[config.mk]
export PLATFORM = sky130hd
export DESIGN_NAME = spi_dual_clkdiv
export DESIGN_NICKNAME = d
export VERILOG_FILES = /design/src/rtl/spi_clkdiv_pkg.sv /design/src/rtl/clkdiv_half_decode.sv /design/src/rtl/clkdiv_phase_cnt.sv /design/src/rtl/clkdiv_edge_gen.sv /design/src/rtl/spi_dual_clkdiv.sv
export SDC_FILE = /design/constraint.sdc
export NUM_CORES = 1
export LEC_CHECK = 0
export BUFFER_PORTS_ARGS = -buffer_cell sky130_fd_sc_hd__buf_2
export CORE_ASPECT_RATIO = 1.1
export CORE_MARGIN = 3
export CORE_UTILIZATION = 45
export CTS_CLUSTER_SIZE = 10
export DETAILED_ROUTE_END_ITERATION = 8
export PLACE_DENSITY_LB_ADDON = 0.1
export SKIP_LAST_GASP = 1
export SLEW_MARGIN = 20
export SYNTH_ARGS = -nofsm -noshare
export SYNTH_HDL_FRONTEND = slang
export SYNTH_SLANG_ARGS = --single-unit
[constraint.sdc]
create_clock -name clk -period 7.75 [get_ports clk]
set_input_delay 0.775 -clock clk [delete_from_list [all_inputs] [get_ports clk]]
set_output_delay 0.775 -clock clk [all_outputs]
set_load 0.02 [all_outputs]
[src/rtl/spi_clkdiv_pkg.sv]
package spi_clkdiv_pkg;
  localparam int LIN_W_DEF = 8;
  localparam int POW_W_DEF = 4;

  typedef enum logic {
    LAW_POW2   = 1'b0,
    LAW_LINEAR = 1'b1
  } div_law_e;

  function automatic int cnt_width(input int lin_w, input int pow_w);
    int p;
    p = (1 << pow_w) - 1;
    return (p > lin_w + 1) ? p : lin_w + 1;
  endfunction
endpackage

[src/rtl/clkdiv_half_decode.sv]
module clkdiv_half_decode #(
  parameter int LIN_W = 8,
  parameter int POW_W = 4,
  parameter int CNT_W = 15
) (
  input  logic [LIN_W+POW_W:0] ctrl,
  output logic [CNT_W-1:0]     half
);
  import spi_clkdiv_pkg::*;

  logic [LIN_W-1:0] lin_f;
  logic [POW_W-1:0] pow_f;
  div_law_e         law;
  logic [POW_W-1:0] shamt;
  logic [CNT_W-1:0] half_lin;
  logic [CNT_W-1:0] half_pow;

  assign lin_f = ctrl[LIN_W-1:0];
  assign pow_f = ctrl[LIN_W+POW_W-1:LIN_W];
  assign law   = div_law_e'(ctrl[LIN_W+POW_W]);

  // a phase of one cycle is the shortest, so exponents 0 and 1 coincide
  assign shamt    = (pow_f == '0) ? '0 : pow_f - 1'b1;
  assign half_pow = {{(CNT_W-1){1'b0}}, 1'b1} << shamt;
  assign half_lin = CNT_W'(lin_f) + CNT_W'(1);

  always_comb begin
    unique case (law)
      LAW_LINEAR: half = half_lin;
      default:    half = half_pow;
    endcase
  end
endmodule

[src/rtl/clkdiv_phase_cnt.sv]
module clkdiv_phase_cnt #(
  parameter int CNT_W = 15
) (
  input  logic             clk,
  input  logic             rst_n,
  input  logic             run_en,
  input  logic [CNT_W-1:0] half_in,
  output logic [CNT_W-1:0] half_q,
  output logic             tick
);
  logic [CNT_W-1:0] cnt_q;
  logic [CNT_W-1:0] last;

  assign last = half_q - CNT_W'(1);
  assign tick = run_en && (cnt_q == last);

  always_ff @(posedge clk or negedge rst_n) begin
    if (!rst_n) begin
      half_q <= CNT_W'(1);
      cnt_q  <= '0;
    end else if (!run_en) begin
      half_q <= half_in;
      cnt_q  <= '0;
    end else if (tick) begin
      cnt_q  <= '0;
    end else begin
      cnt_q  <= cnt_q + CNT_W'(1);
    end
  end
endmodule

[src/rtl/clkdiv_edge_gen.sv]
module clkdiv_edge_gen (
  input  logic clk,
  input  logic rst_n,
  input  logic run_en,
  input  logic tick,
  output logic sclk,
  output logic lead_stb,
  output logic trail_stb
);
  always_ff @(posedge clk or negedge rst_n) begin
    if (!rst_n) begin
      sclk      <= 1'b0;
      lead_stb  <= 1'b0;
      trail_stb <= 1'b0;
    end else if (!run_en) begin
      sclk      <= 1'b0;
      lead_stb  <= 1'b0;
      trail_stb <= 1'b0;
    end else begin
      lead_stb  <= tick && !sclk;
      trail_stb <= tick && sclk;
      if (tick) sclk <= !sclk;
    end
  end
endmodule

[src/rtl/spi_dual_clkdiv.sv]
module spi_dual_clkdiv #(
  parameter int LIN_W = spi_clkdiv_pkg::LIN_W_DEF,
  parameter int POW_W = spi_clkdiv_pkg::POW_W_DEF
) (
  input  logic                 clk,
  input  logic                 rst_n,
  input  logic                 run_en,
  input  logic [LIN_W+POW_W:0] div_ctrl,
  output logic                 sclk,
  output logic                 lead_stb,
  output logic                 trail_stb
);
  localparam int CNT_W = spi_clkdiv_pkg::cnt_width(LIN_W, POW_W);

  logic [CNT_W-1:0] half_next;
  logic [CNT_W-1:0] half_q;
  logic             tick;

  clkdiv_half_decode #(.LIN_W(LIN_W), .POW_W(POW_W), .CNT_W(CNT_W)) u_dec (
    .ctrl (div_ctrl),
    .half (half_next)
  );

  clkdiv_phase_cnt #(.CNT_W(CNT_W)) u_cnt (
    .clk     (clk),
    .rst_n   (rst_n),
    .run_en  (run_en),
    .half_in (half_next),
    .half_q  (half_q),
    .tick    (tick)
  );

  clkdiv_edge_gen u_edge (
    .clk       (clk),
    .rst_n     (rst_n),
    .run_en    (run_en),
    .tick      (tick),
    .sclk      (sclk),
    .lead_stb  (lead_stb),
    .trail_stb (trail_stb)
  );
endmodule

* Word level (Yosys, flattened, before mapping)
Cells that the tools add are included.
** Word-level totals
- Flip-flop bits (word level) :: 33
- Input port bits :: 16
- Output and inout port bits :: 3
- Word-level logic and storage cells :: 25
** Operators by class
- Add/subtract/negate cells :: 4
- Equality and inequality tests :: 2
- Shift-type cells :: 1
- Muxes and demuxes :: 8
- Reductions and logical operators :: 5
** Operator list (count)
- two-way mux 15 bit :: 3
- adder 15 x 1 -> 15 bit, second input constant :: 1
- == test 15 bit :: 1
- << shifter 1 x 4 -> 15 bit, first input constant :: 1
- subtractor 15 x 1 -> 15 bit, second input constant :: 1
- adder 8 x 1 -> 9 bit, second input constant :: 1
- logical NOT 4 bit :: 1
- two-way mux 1 bit :: 4
- two-way mux 4 bit :: 1
- subtractor 4 x 1 -> 4 bit, second input constant :: 1
- logical AND 1 bit :: 3
- inequality test 2 x 1 -> 1 bit, second input constant :: 1
- logical NOT 1 bit :: 1

* Longest topological paths before layout
Gate-level depths: netlist of run 1.
- Depth in word-level cells :: 5
- Gate-level depth with buffers :: 10
- Gate-level depth less buffers :: 8

* Cells and area by module
From an unflattened synthesis of run 1, not the netlist that was laid out.
** Unflattened totals
- Cells, all modules :: 249
- Area, all modules :: 2342.2 sq um
** By module, submodules not included
- clkdiv_phase_cnt :: instances 1, cells an instance 195, area an instance 1936.9 sq um, sequential area each 752.0 sq um
- clkdiv_half_decode :: instances 1, cells an instance 46, area an instance 300.3 sq um, sequential area each 0.0 sq um
- clkdiv_edge_gen :: instances 1, cells an instance 8, area an instance 105.1 sq um, sequential area each 75.1 sq um

* Least setup slack after synthesis of run 1
OpenSTA, ideal clock, no wires.
- Kind :: register -> register
- Start :: register u_cnt.half_q[1]
- End :: register u_cnt.cnt_q[0]
- Library setup time :: 0.125 ns
- Arrival time :: 2.505 ns
- Required time :: 7.625 ns
- Slack :: 5.121 ns
- Cell stages (with the launch flop) :: 11
- Path buffers :: 2
- Clock period less this slack :: 2.629 ns
- Path through :: dfrtp_1 inv_1 ha_1 clkbuf_1 nor3b_1 nand2_1 o311ai_1 o22ai_1 o41ai_4 buf_6 nor2_1
** On the way
- Longest elaborated chain between the ends :: 5
** Ends and longest elaborated chain
- start: declaration :: RTL line clkdiv_phase_cnt.sv:8 : output logic [CNT_W-1:0] half_q,
- start signal: assignment :: RTL line clkdiv_phase_cnt.sv:22 : half_q <= half_in;
- subtractor 15 x 1 -> 15 bit :: RTL line clkdiv_phase_cnt.sv:14 : assign last = half_q - CNT_W'(1);
- == test 15 bit :: RTL line clkdiv_phase_cnt.sv:15 : assign tick = run_en && (cnt_q == last);
- logical AND 1 bit :: RTL line clkdiv_phase_cnt.sv:15
- two-way mux 15 bit :: RTL line clkdiv_phase_cnt.sv:24 : end else if (tick) begin
- two-way mux 15 bit :: RTL line clkdiv_phase_cnt.sv:21 : end else if (!run_en) begin
- end signal: assignment :: RTL line clkdiv_phase_cnt.sv:27 : cnt_q <= cnt_q + CNT_W'(1);
- end: declaration :: RTL line clkdiv_phase_cnt.sv:11 : logic [CNT_W-1:0] cnt_q;
No other way between the ends.
A chain may end at the register's enable or synchronous reset.

* Final worst setup path of run 1
- Start :: register u_cnt.half_q[2]
- End :: register u_cnt.cnt_q[6]
Same word-level chain as after synthesis.

==> metrics.txt, run 1 <==
status=finished clean; H-tree levels=2; ant diodes=0; # clock sinks=33; vias per cell=5.89; Synth top area share=0.349; Pwr per Cell Area=161 nW/um2; Worst Hold Class=reg2reg; Setup-failing EPs final=0; Tcrit/Tclk final=0.419; Worst R2R Setup Slack=4.50 ns; Die ar.=6000 um2; ANT nets after route=0; FMAX=slightly above 300 MHz; Root Driver=clkbuf_8; RR Startpoint=u_cnt.half_q[2]; post-synth design cell area=2300 um2; Max Root-Sink Buffers=2; DR pass1 iterations=7; CTS clk-pin slew, worst paths=0.07 ns; R2R depth=6; sequential power share=0.479; number of cell rows=26; setup_tns=0 ns; Worst-Skew Late Latency=0.29 ns; # Post-CTS Setup Buffers=0; Netlist cell types=50; worst reg2reg path endpoint=u_cnt.cnt_q[6]; Hold EP=u_cnt.half_q[14]; DP Wirelength=4060 um; commonest non-fill, non-tap cells in the layout=32 x dfrtp_1, 26 x nor2_1, 24 x nand2_1; Worst-Margin Slew=0.927 ns; CP startpoint kind=register; first-pass GRT wire length=9140 um; vias in the first global route=approximately 2000; Avg WL per Cell=16.0 um; most common cell after layout, fill and taps aside=dfrtp_1; max cap viols=0; total wire length=5390 um; share of layout cells above drive strength 1=0.125; TritonCTS buffer count=5; NetSw=0.000122 W; largest family of logic cells by synthesized area=simple AND/OR/NAND/NOR gates; crit-path max FO=15; Core ar.=roughly 4800 um2; final hold vios=0; TritonCTS clock tree=yes; Die Y=80.9 um; Final min period=3.25 ns; Mapped Nets=around 280; Post-synth EDFFs=0; total number of vias=around 2000; Synth warnings=0; Max-Slew Margin vs Limit=0.376; Post-Synth Adder-Cell Area=0.0163; internal power=0.000279 W; worst setup path startpoint=u_cnt.half_q[2]; final-report max-slew violation count=0; Layout Nets=298; Worst setup EP type=register; GRT Total Usage=0.198; routability cong.=0.902; initial core utilization=0.480; Most used DFF post-synth=dfrtp_1; DR iter-0 viols=113; required time worst endpoint=7.88 ns; DRC=0; RSZ-0062 raised after global routing=false; worst vdd ir=roughly 0.10 mV; combinational power share=0.183; # resized after CTS=0; sequential element share of the synthesized area=0.360; Hold Path Stages=1; ranking of synthesized cells by area=dfrtp_1 35%, xnor2_1 8.4%, xor2_1 5.0%; fin util=0.522; pin count of the biggest net entering global routing=34; CP Class=reg2reg; post-synthesis xor/xnor area fraction=0.134; IO buf count=18; Die Width=roughly 74 um; syn avg cell area=8.66 um2; #FFs+latches synth=33; top cell type by total area after synthesis=dfrtp_1; Crit path arrival time=3.38 ns; Hold-fix buffers, CTS=0; hold path startpoint=u_cnt.half_q[14]; complex-gate fraction of the synthesized area=0.163; switching portion of total power=0.303; Async SR Flop Fraction=1.00; num ports=19; clock group share of total power=0.338; Syn Inst Count=265; simple-gate share of the synthesized area=0.270; GR Overflow Total=0; Leak=1.01 nW; initial antenna violation count=0; mux contribution to synthesized area=0.00926; Final Skew=0.00562 ns; layout overhead on the synthesized area=8.77%
sequential cells by signal, summed over array words and instances (netlist names):
| signal | count |
|---|---|
| u_cnt.cnt_q | 15 |
| u_edge.lead_stb | 1 |
| u_edge.sclk | 1 |
| u_edge.trail_stb | 1 |
| u_cnt.half_q | 15 |
final cells by class:
cell class / instances / area, um2
Clock buffer: 8 / 90.1
Fill cell: 478 / 2280
Timing Repair Buffer: 18 / 90.1
Tap cell: 56 / 70.1
Sequential cell: 33 / 827
Multi-Input combinational cell: 205 / 1360
Inverter: 16 / 60.1
kinds of logic after synthesis:
kind of cell               Yosys count
adders and majority gates            3
and+or+nand+nor                    118
muxes                                2
AOI/OAI and AO/OA                   47
xor gates and xnor gates            35
DFF                                 33
buffers and inverters               27
synthesized netlist by cell type, drive strengths merged (2+ instances only):
library cell / n
buf: 2
or4: 2
o31ai: 3
o311ai: 2
clkbuf: 9
nor2b: 2
dfrtp: 32
inv: 16
xor2: 13
a21oi: 9
and4: 2
nand4: 6
nor4: 12
o22ai: 2
and3: 5
and2: 2
nand2b: 2
xnor2: 22
ha: 3
a221o: 3
o21ai: 8
nor3b: 4
o41ai: 2
or2: 2
a211oi: 5
a32o: 3
nor2: 26
o2111ai: 2
nand3: 14
nor3: 11
nand2: 24
worst max path at each step:
| stage | to | cells after the start | slack, ns |
|---|---|---|---|
| after detailed placement | u_cnt.cnt_q[9] | 6 | 4.51 |
| after global routing | u_cnt.cnt_q[10] | 6 | 4.18 |
| final | u_cnt.cnt_q[6] | 6 | 4.50 |
| after global placement | u_cnt.cnt_q[4] | 6 | 4.56 |
| after floorplan | u_cnt.cnt_q[0] | 10 | 5.12 |
| after CTS | u_cnt.cnt_q[6] | 6 | 4.51 |
per-layer routing:
metal / GRT usage / share of wire / up-vias / routed length (um)
met5: 0 / 0 / - / 0
met3: 0.0371 / 0.042 / 14 / 227
met1: 0.259 / 0.46 / 926 / 2450
li1: - / - / 984 / -
met2: 0.324 / 0.48 / 56 / 2570
met4: 0.0725 / 0.026 / 0 / 138
power groups by stage:
| stage | Clock, W | Combinational [W] | Sequential (W) |
|---|---|---|---|
| after floorplan | 0 | 0.0000546 | 0.000190 |
| after global placement | 0 | 0.0000725 | 0.000195 |
| after detailed placement | 0 | 0.0000733 | 0.000195 |
| after CTS | 0.000139 | 0.0000738 | 0.000192 |
| after global routing | 0.000145 | 0.0000833 | 0.000194 |
| final | 0.000135 | 0.0000734 | 0.000192 |
stage by stage:
step / instances / hold slack (ns) / setup slack, ns / area [um2] / total power (W)
finish: 336 / 0.531 / 4.50 / 2500 / 0.000401
global route: 336 / 0.537 / 4.18 / 2500 / 0.000422
CTS: 336 / 0.525 / 4.51 / 2500 / 0.000404
detailed placement: 328 / 0.514 / 4.51 / 2410 / 0.000269
global placement: 328 / 0.508 / 4.56 / 2410 / 0.000267
floorplan: 265 / 0.479 / 5.12 / 2300 / 0.000245
worst max-delay path, stage by stage (launching register included):
cell,delay [ns]
dfrtp_1,0.45
nor4_1,0.83
a21boi_0,0.21
o41ai_1,0.49
o2111ai_1,0.25
o41ai_4,0.72
nor2_1,0.14
Note: power is estimated with default switching activity, not from simulation.
==> run 2: changes to the inputs <==
- clock period: 7.75 -> 3.25 ns (I/O delays scaled with it)
==> metrics.txt, run 2 (synthesized netlist as in run 1, its figures left out) <==
Hold-fix buffers, CTS=0 (unchanged); initial core utilization=0.480 (unchanged); Core ar.=4780 um2 (unchanged); CP Class=reg2reg; GRT Total Usage=0.203 (+0.00493); final hold vios=0 (unchanged); total number of vias=1985 (+0.25%); Worst Hold Class=in2async; placed instance count=333 (+1.5%); PnR worst setup slack=0.401 ns (-4.10 ns); Root Driver=clkbuf_8; Final min period=2.85 ns (-0.396 ns); Worst-Margin Slew=0.729 ns (-0.198 ns); max cap viols=0 (unchanged); IO buf count=18 (unchanged); # resized after CTS=0 (unchanged); final-report max-slew violation count=0 (unchanged); largest registers=u_cnt.cnt_q x15, u_cnt.half_q x15; DP Wirelength=4090 um (+0.73%); setup_tns=0 ns (unchanged); TritonCTS buffer count=5 (unchanged); Max-Slew Margin vs Limit=0.514 (+0.137); DR iter-0 viols=102 (-9.7%); initial antenna violation count=0 (unchanged); # clock sinks=33 (unchanged); Setup-failing EPs final=0 (unchanged); Layout Nets=303 (+1.7%); Die Y=80.9 um (unchanged); DRC=0 (unchanged); FMAX=351 MHz (+14%); ant diodes=0 (unchanged); GR Overflow Total=0 (unchanged); first-pass GRT wire length=9140 um (unchanged); H-tree levels=2 (unchanged); Worst-Skew Late Latency=0.30 ns (about the same); Die ar.=6000 um2 (unchanged); status=finished clean; total wire length=5420 um (+0.72%); Crit path arrival time=3.02 ns (-0.36 ns); layout overhead on the synthesized area=10.4%; fin util=0.530 (+0.00785); crit-path max FO=6 (-9); TritonCTS clock tree=yes; # Post-CTS Setup Buffers=0 (unchanged); Avg WL per Cell=15.9 um (-0.75%); Tcrit/Tclk final=0.877 (+0.458); CTS clk-pin slew, worst paths=0.07 ns (about the same); worst vdd ir=0.193 mV (+85%); Worst setup EP type=register; routability cong.=0.909 (+0.68%); number of cell rows=26 (unchanged); CP startpoint kind=register; commonest non-fill, non-tap cells in the layout=32 x dfrtp_1, 26 x nor2_1, 24 x nand2_1; Die Width=74.1 um (unchanged); ANT nets after route=0 (unchanged); pin count of the biggest net entering global routing=34 (unchanged); share of layout cells above drive strength 1=0.140 (+0.0154); Max Root-Sink Buffers=2 (unchanged); vias in the first global route=1853 (-5.7%); required time worst endpoint=3.42 ns (-4.46 ns); Final Skew=0.00914 ns (+0.00352 ns); vias per cell=5.82 (-1.2%); num ports=19 (unchanged); Non-Filler Instances=341 (+1.5%); most common cell after layout, fill and taps aside=dfrtp_1; RSZ-0062 raised after global routing=false; worst slack at placement=0.431 ns (-4.08 ns); R2R depth=9 (+3); DR pass1 iterations=4 (-3); Pwr per Cell Area=384 nW/um2 (+140%); Leak=1.03 nW (+2.5%)
## run 2: metrics by stage
step	power (W)	cell area [um2]	hold WS [ns]
after floorplan	0.000584	2300	0.0294
after global placement	0.000650	2440	0.431
after detailed placement	0.000651	2440	0.438
after CTS	0.000980	2530	0.114
after global routing	0.00102	2530	0.136
final	0.000974	2530	0.0823
## run 2: final cells by class
| cell class | count | area [um2] |
|---|---|---|
| flip-flops and latches | 33 | 827 |
| fillers | 464 | 2250 |
| clock buffers | 8 | 90.1 |
| multi-input cells | 205 | 1360 |
| inverters | 16 | 60.1 |
| repair buffers | 23 | 128 |
| well taps | 56 | 70.1 |
## run 2: critical path: stages (launching register included)
cell and delay [ns]:
dfstp_2 0.61, inv_1 0.06, ha_1 0.27, buf_4 0.18, inv_1 0.09, nor3_1 0.06, o41ai_1 0.58, nand2_1 0.10
or4_4 0.53, nor4_1 0.25
## run 2: layer usage
layer | vias to the layer above | wire, um | track usage
li1 | 1001 | - | -
met1 | 926 | 2500 | 0.268
met2 | 48 | 2550 | 0.324
met3 | 10 | 257 | 0.0446
met4 | 0 | 123 | 0.0779
met5 | - | 0 | 0
## run 2: power breakdown
| group | switching (W) | internal (W) | total, W |
|---|---|---|---|
| Clock | 0.000157 | 0.000173 | 0.000330 |
| Sequential | 0.0000309 | 0.000428 | 0.000459 |
| Combinational | 0.000112 | 0.0000727 | 0.000185 |
| Total | 0.000301 | 0.000673 | 0.000974 |
## run 2: worst paths after layout
kind | startpoint | slack [ns] | endpoint
worst max-delay path | u_cnt.half_q[0] | 0.40 | u_edge.trail_stb
worst min-delay path | rst_n | 0.08 | u_cnt.cnt_q[13]
worst max register to register | u_cnt.half_q[0] | 0.40 | u_edge.trail_stb
worst min register to register | u_edge.sclk | 0.51 | u_edge.lead_stb
max in group asynchronous | rst_n | 2.69 | u_cnt.half_q[2]
min in group clk | div_ctrl[0] | 0.31 | u_cnt.half_q[0]
